## config.mk

```make
export PLATFORM = sky130hd
export DESIGN_NAME = lazy_flags
export DESIGN_NICKNAME = d
export VERILOG_FILES = /design/src/rtl/lazy_flags_pkg.sv /design/src/rtl/lazy_flags_ctrl.sv /design/src/rtl/lazy_flags_dp.sv /design/src/rtl/lazy_flags.sv
export SDC_FILE = /design/constraint.sdc
export NUM_CORES = 1
export LEC_CHECK = 0
export ABC_AREA = 1
export BUFFER_PORTS_ARGS = -buffer_cell sky130_fd_sc_hd__buf_2
export CORE_MARGIN = 5
export CORE_UTILIZATION = 55
export DETAILED_ROUTE_END_ITERATION = 6
export HOLD_SLACK_MARGIN = 0.08
export PLACE_DENSITY = 0.8
export RECOVER_POWER = 50
export SLEW_MARGIN = 40
export SYNTH_ARGS = -nofsm -noshare
export SYNTH_HDL_FRONTEND = slang
export SYNTH_SLANG_ARGS = --single-unit
```

## constraint.sdc

```tcl
create_clock -name clk -period 3.12 [get_ports clk]
set_input_delay 0.78 -clock clk [delete_from_list [all_inputs] [get_ports clk]]
set_output_delay 0.78 -clock clk [all_outputs]
set_load 0.05 [all_outputs]
```

## src/rtl/lazy_flags_pkg.sv

```systemverilog
package lazy_flags_pkg;

  localparam int FLAG_W = 12;
  localparam int KIND_W = 3;

  localparam int POS_CARRY  = 0;
  localparam int POS_PARITY = 2;
  localparam int POS_ADJUST = 4;
  localparam int POS_ZERO   = 6;
  localparam int POS_SIGN   = 7;
  localparam int POS_OVFL   = 11;

  typedef enum logic [KIND_W-1:0] {
    KIND_NONE  = 3'd0,
    KIND_EXPL  = 3'd1,
    KIND_MUL8  = 3'd2,
    KIND_MUL16 = 3'd3,
    KIND_MUL32 = 3'd4,
    KIND_ADD8  = 3'd5,
    KIND_ADD16 = 3'd6,
    KIND_ADD32 = 3'd7
  } kind_e;

  typedef struct packed {
    logic       isNone;
    logic       isExpl;
    logic       isMul;
    logic       isAdd;
    logic [1:0] sizeIdx;
  } strobe_t;

  function automatic logic [FLAG_W-1:0] packFlags(
    input logic c, input logic p, input logic a,
    input logic z, input logic s, input logic o);
    logic [FLAG_W-1:0] w;
    w = '0;
    w[POS_CARRY]  = c;
    w[POS_PARITY] = p;
    w[POS_ADJUST] = a;
    w[POS_ZERO]   = z;
    w[POS_SIGN]   = s;
    w[POS_OVFL]   = o;
    return w;
  endfunction

endpackage

```

## src/rtl/lazy_flags_ctrl.sv

```systemverilog
module lazy_flags_ctrl
  import lazy_flags_pkg::*;
(
  input  logic              clk,
  input  logic              rst_n,
  input  logic              wrEn,
  input  logic [KIND_W-1:0] wrKind,
  output strobe_t           strobe
);

  kind_e kindQ;

  always_ff @(posedge clk or negedge rst_n) begin
    if (!rst_n)    kindQ <= KIND_NONE;
    else if (wrEn) kindQ <= kind_e'(wrKind);
  end

  always_comb begin
    strobe = '0;
    unique case (kindQ)
      KIND_NONE: strobe.isNone = 1'b1;
      KIND_EXPL: strobe.isExpl = 1'b1;
      KIND_MUL8, KIND_MUL16, KIND_MUL32: begin
        strobe.isMul   = 1'b1;
        strobe.sizeIdx = 2'(kindQ - KIND_MUL8);
      end
      default: begin
        strobe.isAdd   = 1'b1;
        strobe.sizeIdx = 2'(kindQ - KIND_ADD8);
      end
    endcase
  end

  p_capture_kind_r2: assert property (@(posedge clk) disable iff (!rst_n)
    wrEn |=> kindQ == $past(wrKind));

  p_hold_kind_r2: assert property (@(posedge clk) disable iff (!rst_n)
    !wrEn |=> $stable(kindQ));

  p_size_range_r1: assert property (@(posedge clk) disable iff (!rst_n)
    strobe.sizeIdx != 2'd3);

endmodule

```

## src/rtl/lazy_flags_dp.sv

```systemverilog
module lazy_flags_dp
  import lazy_flags_pkg::*;
#(
  parameter int LONG_W = 32
)(
  input  logic              clk,
  input  logic              rst_n,
  input  logic              wrEn,
  input  logic [LONG_W-1:0] wrSrc,
  input  logic [LONG_W-1:0] wrDst,
  input  strobe_t           strobe,
  input  logic              qryValid,
  input  logic              qryFull,
  output logic [FLAG_W-1:0] flagsOut,
  output logic              errOut
);

  localparam int N_SIZES = 3;

  logic [LONG_W-1:0] srcQ, dstQ;

  always_ff @(posedge clk or negedge rst_n) begin
    if (!rst_n) begin
      srcQ <= '0;
      dstQ <= '0;
    end else if (wrEn) begin
      srcQ <= wrSrc;
      dstQ <= wrDst;
    end
  end

  logic [N_SIZES-1:0] zeroV, signV, addCarry, addOvfl, addAdj;

  for (genvar gi = 0; gi < N_SIZES; gi++) begin : g_size
    localparam int W = LONG_W >> (N_SIZES - 1 - gi);
    logic [W-1:0] resT, srcT, opbT;
    assign resT         = dstQ[W-1:0];
    assign srcT         = srcQ[W-1:0];
    assign opbT         = resT - srcT;
    assign zeroV[gi]    = (resT == '0);
    assign signV[gi]    = resT[W-1];
    assign addCarry[gi] = (resT < srcT);
    assign addOvfl[gi]  = (srcT[W-1] == opbT[W-1]) && (resT[W-1] != srcT[W-1]);
    assign addAdj[gi]   = resT[4] ^ srcT[4] ^ opbT[4];
  end

  logic parityEven, mulCarry, selZero, selSign;
  logic carryBit;
  logic [FLAG_W-1:0] fullWord;

  assign parityEven = ~^dstQ[7:0];
  assign mulCarry   = |srcQ;
  assign selZero    = zeroV[strobe.sizeIdx];
  assign selSign    = signV[strobe.sizeIdx];

  always_comb begin
    carryBit = 1'b0;
    fullWord = '0;
    if (strobe.isExpl) begin
      carryBit = srcQ[0];
      fullWord = srcQ[FLAG_W-1:0];
    end else if (strobe.isMul) begin
      carryBit = mulCarry;
      fullWord = packFlags(mulCarry, parityEven, 1'b0, selZero, selSign, mulCarry);
    end else if (strobe.isAdd) begin
      carryBit = addCarry[strobe.sizeIdx];
      fullWord = packFlags(addCarry[strobe.sizeIdx], parityEven, addAdj[strobe.sizeIdx],
                           selZero, selSign, addOvfl[strobe.sizeIdx]);
    end
  end

  always_comb begin
    errOut   = qryValid && strobe.isNone;
    flagsOut = '0;
    if (qryValid && !strobe.isNone)
      flagsOut = qryFull ? fullWord : {{(FLAG_W-1){1'b0}}, carryBit};
  end

  p_err_zero_r9: assert property (@(posedge clk) disable iff (!rst_n)
    errOut |-> flagsOut == '0);

  p_carry_only_clean_r10: assert property (@(posedge clk) disable iff (!rst_n)
    (qryValid && !qryFull) |-> flagsOut[FLAG_W-1:1] == '0);

  p_idle_quiet_r10: assert property (@(posedge clk) disable iff (!rst_n)
    !qryValid |-> (flagsOut == '0 && !errOut));

  p_mul_ovfl_carry_r4: assert property (@(posedge clk) disable iff (!rst_n)
    (qryValid && qryFull && strobe.isMul) |->
      (flagsOut[POS_OVFL] == flagsOut[POS_CARRY] && !flagsOut[POS_ADJUST]));

  p_zero_not_sign_r8: assert property (@(posedge clk) disable iff (!rst_n)
    (qryValid && qryFull && (strobe.isMul || strobe.isAdd) && flagsOut[POS_ZERO])
      |-> !flagsOut[POS_SIGN]);

  p_spare_bits_r12: assert property (@(posedge clk) disable iff (!rst_n)
    (qryValid && (strobe.isMul || strobe.isAdd)) |->
      (flagsOut & 12'b0111_0010_1010) == '0);

endmodule

```

## src/rtl/lazy_flags.sv

```systemverilog
module lazy_flags
  import lazy_flags_pkg::*;
#(
  parameter int LONG_W = 32
)(
  input  logic              clk,
  input  logic              rst_n,
  input  logic              wrEn,
  input  logic [KIND_W-1:0] wrKind,
  input  logic [LONG_W-1:0] wrSrc,
  input  logic [LONG_W-1:0] wrDst,
  input  logic              qryValid,
  input  logic              qryFull,
  output logic [FLAG_W-1:0] flagsOut,
  output logic              errOut
);

  strobe_t strobe;

  lazy_flags_ctrl u_ctrl (
    .clk    (clk),
    .rst_n  (rst_n),
    .wrEn   (wrEn),
    .wrKind (wrKind),
    .strobe (strobe)
  );

  lazy_flags_dp #(.LONG_W(LONG_W)) u_dp (
    .clk      (clk),
    .rst_n    (rst_n),
    .wrEn     (wrEn),
    .wrSrc    (wrSrc),
    .wrDst    (wrDst),
    .strobe   (strobe),
    .qryValid (qryValid),
    .qryFull  (qryFull),
    .flagsOut (flagsOut),
    .errOut   (errOut)
  );

endmodule

```

==> flow_summary_export.csv <==
group,metric,value,unit
status,status,"finished, violations left",
status,violations,"negative setup slack",
timing,finalClockSkew,0,ns
pwr,p_seq_frac,0.382,
pwr,comb_power_share,0.337,
synthesis,ys_seq_area_frac,0.406,
timing,rsz0062_at_grt,"true",
clock_network,cts_buffers,9,
placed_design,dp_hpwl,8.64,mm
worst_setup_path,worstPathCellList,"ha_1, nand2_1, nor2_1, nor2_1, nand2_1, a21oi_2, nand3_1, nand2_1, nand2_1, nand2_1, nand2_1, nand2_1, nand2_1, a21oi_2, buf_6",
routing,wl_per_cell,15.5,um
synthesis,ys_warn_count,0,
placed_design,port_buffers,84,
clock_network,cts_tree,"done",
floorplan,die-area,9350,um2
clock_network,cts_max_level,3,
routing,drt-initial-drc-count,122,
synthesis,synth-edff-count,0,
routing,num_vias,3856,
routing,avgViaCountPerCell,5.32,
global_route,grt_first_pass_wirelength,18.2,mm
placed_design,place_ws,0.102,ns
synthesis,yosys.area.top_type,"dfrtp_1",
worst_setup_path,end_kind,"primary output",
floorplan,die_x,96.7,um
final_layout,n_antenna_cell,0,
run,cap_violations,0,
global_route,grt_pass1_vias,3919,
pwr,leakage,2.70,nW
pwr,intPower,1.75,mW
clock_network,root_buffer,"clkbuf_8",
min_path,hold_class,"flip-flop to flip-flop",
global_route,grt_max_degree,45,
global_route,grt-ovfl-total,0,
worst_setup_path,path_class,"flip-flop to primary output",
clock_network,clockBufferDepth,2,
global_route,track_usage,0.235,
timing,setup_tns,-0.116,ns
timing,maxSlewViolCount,0,
worst_setup_path,critPathMaxStageDelay,0.42,ns
timing,relSlewSlack,0.00950,
synthesis,postSynthCellCount,505,
worst_setup_path,path_buf_inv,1,
synthesis,synthArstFlopShare,1.00,
routing,route.detailed.drc,0,
final_layout,synthToLayoutAreaGrowth,32.1,%
clock_network,ctsHoldBuffers,0,
floorplan,coreArea,7290,um2
routing,postRouteWirelength,11.2,mm
timing,max_slew.worst_pin.slew,1.49,ns
timing,final-hold-violation-count,0,
timing,finalSetupViolCount,3,
timing,fin_crit_sh,1.03,
clock_network,clk_latency,0.34,ns
timing,post-route-min-period,3.22,ns
floorplan,ioPinCount,85,
pwr,p_sw,0.902,mW
worst_setup_path,start_kind,"flip-flop",
routing,firstDrtPassIters,4,
floorplan,row_count,31,
global_route,antenna_found_initial,0,
floorplan,die_h,96.7,um
worst_setup_path,arrival,2.44,ns
worst_setup_path,crit_family,"simple AND/OR/NAND/NOR gates",
timing,setup_slack,-0.101,ns
pwr,switching_share,0.340,
synthesis,yosys.cell_types.count,33,
worst_setup_path,cp_max_fo,3,
pwr,peakVddDrop,0.000287,V
synthesis,syn_avg_cell_area,8.18,um2
synthesis,synth_most_common_cell,"nand2_1",
placed_design,gp_congestion,0.970,
clock_network,clock_sinks,67,
clock_network,path_clk_slew,0.07,ns
synthesis,synth-seq-cells,67,
worst_setup_path,cp_common_cell,"nand2_1",
synthesis,synthFlopType,"dfrtp_1",
routing,ant_nets,0,
synthesis,synthTopCellsByArea,"dfrtp_1, ha_1, nand2_1",
synthesis,synth_top_area_frac,0.406,
synthesis,netlist_top_cells_count,"nand2_1, dfrtp_1, inv_1",
final_layout,drive_gt1_frac,0.377,
timing,max_freq,0.311,GHz
final_layout,layout.nets,732,
worst_setup_path,crit_slowest_cell,"dfrtp_1",
pwr,p_clk_frac,0.281,
floorplan,initial_core_util,0.567,
synthesis,synth_fp_nets,616,
pwr,p_per_area,486,nW/um2
worst_setup_path,worstPathRequired,2.34,ns
synthesis,synth_area,4130,um2
through the flow:
| stage | util | hold WS, ns | area [um2] | instances | power, mW |
|---|---|---|---|---|---|
| 2_1_floorplan | - | 0.484 | 4140 | 505 | 1.51 |
| 3_3_place_gp | 0.654 | 0.524 | 4770 | 690 | 1.73 |
| 3_5_place_dp | 0.654 | 0.536 | 4770 | 690 | 1.75 |
| 4_1_cts | 0.707 | 0.458 | 5150 | 717 | 2.55 |
| 5_1_grt | 0.748 | 0.576 | 5460 | 725 | 2.81 |
| 6_report | 0.748 | 0.550 | 5460 | 725 | 2.65 |
cells in the final DEF (no fill, tap or decap), types with 10 or more instances in the layout:
cell,Yosys,routed
nor2_1,21,14
ha_1,39,20
inv_2,6,18
dfrtp_1,67,66
nand2_2,2,13
clkbuf_8,0,11
buf_2,2,77
inv_1,65,53
a21oi_1,28,20
o21ai_0,51,51
ha_4,0,17
buf_4,0,32
a21oi_2,2,10
nand2_1,127,114
nand4_1,15,15
mux2_2,23,23
cell type report:
class                   count  area (um2)
inverters                  74         283
flip-flops and latches     67        1680
clock buffers              13         159
repair buffers            118         714
clock inverters             3        46.3
well taps                  99         124
multi-input cells         351        2450
fillers                   594        1840
logic make-up after synthesis:
group,synth area share
simple gates,0.207
compound gates,0.119
buf+inv,0.0809
flops,0.406
fa+ha+maj,0.118
mux,0.0627
xor+xnor,0.00636
worst paths after layout:
path                                          from                      end  slack (ns)  cells after the start
setup / recovery                     u_dp.dstQ[29]             flagsOut[11]       -0.10                     15
max in group asynchronous                    rst_n          u_ctrl.kindQ[1]        0.60                      2
min in group asynchronous                    rst_n             u_dp.dstQ[5]        0.73                      1
setup reg to reg                     u_dp.dstQ[30]            u_dp.dstQ[30]        2.17                      2
hold reg to reg            u_dp.g_size[2].srcT[19]  u_dp.g_size[2].srcT[19]        0.55                      2
hold / removal             u_dp.g_size[2].srcT[19]  u_dp.g_size[2].srcT[19]        0.55                      2
worst reg2reg max path, stage by stage, from the launching register on:
cell	delay, ns
dfrtp_1	0.44
buf_4	0.16
mux2_2	0.25
power by group through the flow:
| stage | sequential (mW) | combinational, mW | clock [mW] |
|---|---|---|---|
| global placement | 1.02 | 0.715 | 0 |
| detailed placement | 1.02 | 0.732 | 0 |
| floorplan | 1.00 | 0.507 | 0 |
| finish | 1.01 | 0.895 | 0.745 |
| global route | 1.02 | 0.995 | 0.797 |
| CTS | 1.00 | 0.793 | 0.759 |
timing repair:
action	4_1_cts	5_1_grt
endpoints found under the setup margin	5	5
cloned	0	0
resized for setup	31	48
pin swaps	16	19
setup buffers	11	8
sequential cells by signal (all words and copies together), names as in the netlist:
| name | flops |
|---|---|
| u_dp.g_size.srcT | 32 |
| u_ctrl.kindQ | 3 |
| u_dp.dstQ | 32 |
per-layer routing:
layer  track usage  wire length, um
met1         0.302             5020
met2         0.403             5560
met3        0.0432              506
met4        0.0670              156
met5             0                0
Power figures use the tool's default switching activity.
